$ cat config.mk
export PLATFORM = sky130hd
export DESIGN_NAME = hz_pipe_ctrl
export DESIGN_NICKNAME = d
export VERILOG_FILES = /design/src/rtl/hz_pkg.sv /design/src/rtl/hz_fwd_sel.sv /design/src/rtl/hz_stall_unit.sv /design/src/rtl/hz_regfile.sv /design/src/rtl/hz_pipe_ctrl.sv
export SDC_FILE = /design/constraint.sdc
export NUM_CORES = 2
export LEC_CHECK = 0
export BUFFER_PORTS_ARGS = -buffer_cell sky130_fd_sc_hd__buf_2
export CORE_UTILIZATION = 60
export DETAILED_ROUTE_END_ITERATION = 7
export HOLD_SLACK_MARGIN = 0.15
export PLACE_DENSITY_LB_ADDON = 0.3
export RECOVER_POWER = 25
export SETUP_SLACK_MARGIN = 0.2
export SYNTH_ARGS = -nofsm -noshare
export SYNTH_HDL_FRONTEND = slang
export SYNTH_SLANG_ARGS = --single-unit
$ cat constraint.sdc
create_clock -name clk -period 8.6 [get_ports clk]
set_input_delay 0.86 -clock clk [delete_from_list [all_inputs] [get_ports clk]]
set_output_delay 0.86 -clock clk [all_outputs]
set_load 0.005 [all_outputs]
$ cat src/rtl/hz_pkg.sv
package hz_pkg;
  typedef enum logic [1:0] {
    SEL_RF  = 2'b00,
    SEL_WB  = 2'b01,
    SEL_MEM = 2'b10
  } fwd_sel_e;
endpackage

$ cat src/rtl/hz_fwd_sel.sv
module hz_fwd_sel
  import hz_pkg::*;
#(
  parameter int AW = 5
) (
  input  logic          fwd_en,
  input  logic [AW-1:0] src,
  input  logic [AW-1:0] mem_rd,
  input  logic          mem_wr,
  input  logic [AW-1:0] wb_rd,
  input  logic          wb_wr,
  output fwd_sel_e      sel
);
  logic src_live;
  logic hit_mem;
  logic hit_wb;

  assign src_live = (src != '0);
  assign hit_mem  = src_live && mem_wr && (mem_rd == src);
  assign hit_wb   = src_live && wb_wr  && (wb_rd  == src);

  // Nearest producer takes precedence.
  always_comb begin
    sel = SEL_RF;
    if (fwd_en) begin
      if (hit_mem)     sel = SEL_MEM;
      else if (hit_wb) sel = SEL_WB;
    end
  end
endmodule

$ cat src/rtl/hz_stall_unit.sv
module hz_stall_unit #(
  parameter int AW   = 5,
  parameter int NSRC = 2
) (
  input  logic                     fwd_en,
  input  logic [NSRC-1:0][AW-1:0]  dec_src,
  input  logic [AW-1:0]            ex_rd,
  input  logic                     ex_wr,
  input  logic                     ex_load,
  input  logic [AW-1:0]            mem_rd,
  input  logic                     mem_wr,
  input  logic                     br_taken,
  output logic                     hold_if,
  output logic                     hold_id,
  output logic                     bubble,
  output logic                     flush
);
  logic [NSRC-1:0] ex_hit;
  logic [NSRC-1:0] mem_hit;
  logic            ex_dep;
  logic            mem_dep;
  logic            need_stall;

  for (genvar s = 0; s < NSRC; s++) begin : g_src
    logic live;
    assign live       = (dec_src[s] != '0);
    assign ex_hit[s]  = live && ex_wr  && (ex_rd  == dec_src[s]);
    assign mem_hit[s] = live && mem_wr && (mem_rd == dec_src[s]);
  end

  assign ex_dep  = |ex_hit;
  assign mem_dep = |mem_hit;

  always_comb begin
    if (fwd_en) need_stall = ex_dep && ex_load;
    else        need_stall = ex_dep || mem_dep;
  end

  // A redirect squashes the younger stages; stalling them is moot.
  assign flush   = br_taken;
  assign hold_if = need_stall && !br_taken;
  assign hold_id = need_stall && !br_taken;
  assign bubble  = need_stall && !br_taken;
endmodule

$ cat src/rtl/hz_regfile.sv
module hz_regfile #(
  parameter int AW  = 5,
  parameter int DW  = 32,
  parameter int NRD = 2
) (
  input  logic                    clk,
  input  logic                    rst_n,
  input  logic                    wr_en,
  input  logic [AW-1:0]           wr_addr,
  input  logic [DW-1:0]           wr_data,
  input  logic [NRD-1:0][AW-1:0]  rd_addr,
  output logic [NRD-1:0][DW-1:0]  rd_data
);
  localparam int NREG = 1 << AW;

  logic [DW-1:0] store [NREG];
  logic          wr_live;

  assign wr_live = wr_en && (wr_addr != '0);

  always_ff @(posedge clk) begin
    if (!rst_n) begin
      for (int r = 0; r < NREG; r++) store[r] <= '0;
    end else if (wr_live) begin
      store[wr_addr] <= wr_data;
    end
  end

  // Write lands before the read within a cycle: bypass the pending write.
  for (genvar p = 0; p < NRD; p++) begin : g_rd
    always_comb begin
      if (rd_addr[p] == '0)                     rd_data[p] = '0;
      else if (wr_live && wr_addr == rd_addr[p]) rd_data[p] = wr_data;
      else                                       rd_data[p] = store[rd_addr[p]];
    end
  end
endmodule

$ cat src/rtl/hz_pipe_ctrl.sv
module hz_pipe_ctrl
  import hz_pkg::*;
#(
  parameter int AW = 5,
  parameter int DW = 32
) (
  input  logic          clk,
  input  logic          rst_n,
  input  logic          fwd_en,
  input  logic [AW-1:0] dec_rs,
  input  logic [AW-1:0] dec_rt,
  input  logic [AW-1:0] ex_rs,
  input  logic [AW-1:0] ex_rt,
  input  logic [AW-1:0] ex_rd,
  input  logic          ex_wr_en,
  input  logic          ex_is_load,
  input  logic [AW-1:0] mem_rd,
  input  logic          mem_wr_en,
  input  logic          mem_br_taken,
  input  logic [AW-1:0] wb_rd,
  input  logic          wb_wr_en,
  input  logic [DW-1:0] wb_data,
  output logic [DW-1:0] rf_data_a,
  output logic [DW-1:0] rf_data_b,
  output logic [1:0]    fwd_sel_a,
  output logic [1:0]    fwd_sel_b,
  output logic          hold_fetch,
  output logic          hold_decode,
  output logic          bubble_ex,
  output logic          flush_young
);
  localparam int NOPS = 2;

  logic [NOPS-1:0][AW-1:0] ex_src;
  logic [NOPS-1:0][AW-1:0] dec_src;
  logic [NOPS-1:0][DW-1:0] rd_vals;
  fwd_sel_e                sel [NOPS];

  assign ex_src  = {ex_rt, ex_rs};
  assign dec_src = {dec_rt, dec_rs};

  for (genvar k = 0; k < NOPS; k++) begin : g_op
    hz_fwd_sel #(.AW(AW)) u_sel (
      .fwd_en (fwd_en),
      .src    (ex_src[k]),
      .mem_rd (mem_rd),
      .mem_wr (mem_wr_en),
      .wb_rd  (wb_rd),
      .wb_wr  (wb_wr_en),
      .sel    (sel[k])
    );
  end

  assign fwd_sel_a = sel[0];
  assign fwd_sel_b = sel[1];

  hz_stall_unit #(.AW(AW), .NSRC(NOPS)) u_stall (
    .fwd_en   (fwd_en),
    .dec_src  (dec_src),
    .ex_rd    (ex_rd),
    .ex_wr    (ex_wr_en),
    .ex_load  (ex_is_load),
    .mem_rd   (mem_rd),
    .mem_wr   (mem_wr_en),
    .br_taken (mem_br_taken),
    .hold_if  (hold_fetch),
    .hold_id  (hold_decode),
    .bubble   (bubble_ex),
    .flush    (flush_young)
  );

  hz_regfile #(.AW(AW), .DW(DW), .NRD(NOPS)) u_rf (
    .clk     (clk),
    .rst_n   (rst_n),
    .wr_en   (wb_wr_en),
    .wr_addr (wb_rd),
    .wr_data (wb_data),
    .rd_addr (dec_src),
    .rd_data (rd_vals)
  );

  assign rf_data_a = rd_vals[0];
  assign rf_data_b = rd_vals[1];
endmodule

==> summary.md <==
| Metric | Value |
|---|---|
| CP peak stage delay | `2.70 ns` |
| P_sw | `3.16 mW` |
| Non-filler instance count after layout | `5,246` |
| Req. time, crit path | `9.19 ns` |
| Power share of the sequential group | `48.2%` |
| CP Class | `primary input to register` |
| Cell leakage power | `21.3 nW` |
| Largest registers | `u_rf.store (1024)` |
| First-pass GRT wire length | `275,000 um` |
| Post-layout worst setup margin | `1.52 ns` |
| Congestion Overflow GR | `0` |
| Post-CTS Setup Repair Bufs | `0` |
| FF+latch area | `0.0307 mm^2` |
| DRT antenna net count | `0` |
| Vias | `39.5k` |
| Tcrit/Tclk final | `82.3%` |
| Worst-margin pin slew | `3.87 ns` |
| Seq/Total Area, Yosys | `54.8%` |
| Pre-CTS WS | `3.26 ns` |
| Clock share of power | `38.9%` |
| Post-synthesis async set-or-reset flop share | `0%` |
| Max FFs per register | `1,024` |
| Number of flops mapped to enable cells by yosys | `1,024` |
| F_max | `0.141 GHz` |
| Syn avg cell area | `14.3 um^2` |
| Final Setup Violations | `0` |
| CTS tree | `done` |
| IO Port Bufs | `146` |
| RSZ-0062 raised after global routing | `false` |
| First-pass detailed-route iteration total | `7` |
| Comb pwr share | `12.9%` |
| Initial DRC Count | `7,194` |
| Critical path peak fanout | `34` |
| Final Cell Area | `0.0616 mm^2` |
| Main flop type after synthesis | `edfxtp_1` |
| Starting density of the core | `60.9%` |
| Startpoint types | `primary input` |
| Area Growth Syn to Fin | `9.76%` |
| Placed cells | `5,037` |
| Root Driver | `clkbuf_16` |
| Number of global-route vias before repair | `38.0k` |
| DIE AREA | `0.0948 mm^2` |
| Switch share | `25.7%` |
| Via/cell ratio | `7.53` |
| Core area | `0.0922 mm^2` |
| Drc violations | `0` |
| Rows | `111` |
| Final slew viol count | `373` |
| Ys Warns | `0` |
| Drt wl/cell | `37.5 um` |
| CP cell instances | `buf_2, clkbuf_1, clkinv_1, nor3_1, nand2_1, nor2_1, buf_4, and2_1` |
| Hold Buf Count CTS | `0` |
| Hold path startpoint | `wb_data[10]` |
| Die W | `308 um` |
| Smallest hold slack | `0.766 ns` |
| TritonCTS Sinks | `1,024` |
| Die Ht | `308 um` |
| Antenna violations before repair | `26` |
| Max_slew headroom | `-158%` |
| Fin nets | `3,976` |
| Pwr Density | `199 mW/mm^2` |
| I/O pin cnt | `147` |
| Post-Syn Area | `0.0561 mm^2` |
| Final Wtd Congestion | `0.974` |
| Failing checks | `max-capacitance violations, max-slew violations` |
| Post-Route WL | `197,000 um` |
| CP max stage cell | `clkbuf_1` |
| Longest Clk Path Bufs | `3` |
| CP Launch Point | `rst_n` |
| Largest Register | `u_rf.store` |
| Clock edge transition at the registers on the reported setup and hold paths | `0.06 ns` |
| CP arrival | `7.67 ns` |
| Post-layout util | `66.8%` |
| Fraction of layout cells with a size suffix above 1 | `23.0%` |
| Max_cap viols | `15` |
| Placed cell areas | `0.0581 mm^2` |
| Detailed Place HPWL | `118,000 um` |
| Final hold viol count | `0` |
| Final min period | `7.08 ns` |
| Hold crit path type | `primary input to register` |
| Total track usage | `41.7%` |
| Setup TNS | `0 ns` |
| Hold path depth | `2` |
| Syn Inst Count | `3,934` |
| CTS resizes | `0` |
| Number of fillers in the final layout | `6,413` |
| FF+latch count, synth | `1,024` |
| CP Capture Type | `register` |
| Pwr Total | `12.3 mW` |
| Distinct cells, synth | `63` |
| Status | `finished, violations left` |
| Multi-input logic area | `0.0240 mm^2` |
| Internal power | `9.13 mW` |
| Peak supply drop | `0.000189 V` |
| Htree depth | `3` |
| Cts bufs inserted | `105` |
| Largest net degree at the start of global routing | `101` |
==> critical path, delay by kind of cell <==
family,cells,cell delay [ns]
buffers and inverters,4,3.78
AND/OR/NAND/NOR,4,2.96
==> cells in the final DEF, fill, tap and decap left out, types with 30 or more instances in the layout <==
cell type     n
edfxtp_1   1024
and2_1      821
mux4_2      350
mux2i_1     222
and2_0      176
buf_2       139
clkbuf_16   105
mux2_2       94
buf_4        94
o221ai_1     72
nor2_1       57
a21oi_1      56
nand2_1      50
a211oi_1     48
o22ai_1      46
a22oi_1      45
nor3_1       38
nor2b_1      36
a221o_1      34
a32o_1       32
conb_1       32
o21ai_4      31
xnor2_1      30
==> layout make-up <==
| class | count | share of cell area (%) |
|---|---|---|
| Antenna cell | 22 | 0.0894 |
| Clock buffer | 115 | 4.33 |
| Clock inverter | 72 | 1.42 |
| Inverter | 6 | 0.0366 |
| Multi-Input combinational cell | 2508 | 39.0 |
| Sequential cell | 1024 | 49.9 |
| Tap cell | 1243 | 2.52 |
| Timing Repair Buffer | 256 | 2.70 |
==> cells by family (layout without fill, tap and decap cells) <==
| logic type | Yosys count | in the layout | share of synthesized area (%) |
|---|---|---|---|
| AOI/OAI and AO/OA | 444 | 444 | 5.92 |
| muxes | 692 | 692 | 21.1 |
| and+or+nand+nor | 1292 | 1292 | 13.8 |
| other | 1 | 54 | 0.00668 |
| xor gates and xnor gates | 48 | 48 | 0.749 |
| buffers and inverters | 433 | 449 | 3.63 |
| DFF | 1024 | 1024 | 54.8 |
==> power by group through the flow <==
| stage | Sequential, mW | Combinational (mW) | Clock (mW) |
|---|---|---|---|
| 2_1_floorplan | 5.96 | 0.944 | 0 |
| 3_5_place_dp | 6.01 | 1.51 | 0 |
| 6_report | 5.92 | 1.59 | 4.78 |
| 4_1_cts | 5.90 | 1.52 | 4.76 |
| 5_1_grt | 5.94 | 1.61 | 4.93 |
| 3_3_place_gp | 5.98 | 1.51 | 0 |
==> final timing paths <==
kind,to,slack (ns)
setup / recovery,u_rf.store[1][12]$_SDFFCE_PN0P_,1.52
hold / removal,u_rf.store[14][10]$_SDFFCE_PN0P_,0.77
==> per-layer routing <==
metal  global-route usage [%]  vias to the layer above  wire, um
met2                     59.9                     3965     84600
li1                         -                    15100         -
met4                     25.6                       20     14200
met1                     53.6                    19500     65200
met3                     15.8                      952     32800
met5                        0                        -       125
==> Yosys cell counts, drive strengths merged (12+ instances only) <==
cell / count / share of area (%)
a22oi: 45 / 0.60
nor2b: 37 / 0.41
and2: 998 / 11
a211oi: 48 / 0.64
buf: 145 / 1.7
mux4: 376 / 15
edfxtp: 1024 / 55
clkbuf: 282 / 1.9
nor2: 82 / 0.56
nor3: 38 / 0.34
a221oi: 12 / 0.20
o22ai: 46 / 0.51
o21ai: 56 / 0.50
mux2i: 222 / 4.0
a21oi: 56 / 0.50
xor2: 18 / 0.28
mux2: 94 / 1.9
a221o: 34 / 0.61
o221ai: 72 / 1.1
nand2: 50 / 0.33
xnor2: 30 / 0.47
nand3: 13 / 0.12
nor4: 20 / 0.23
a32o: 32 / 0.57
No activity file was read; power rests on OpenSTA's default activity.
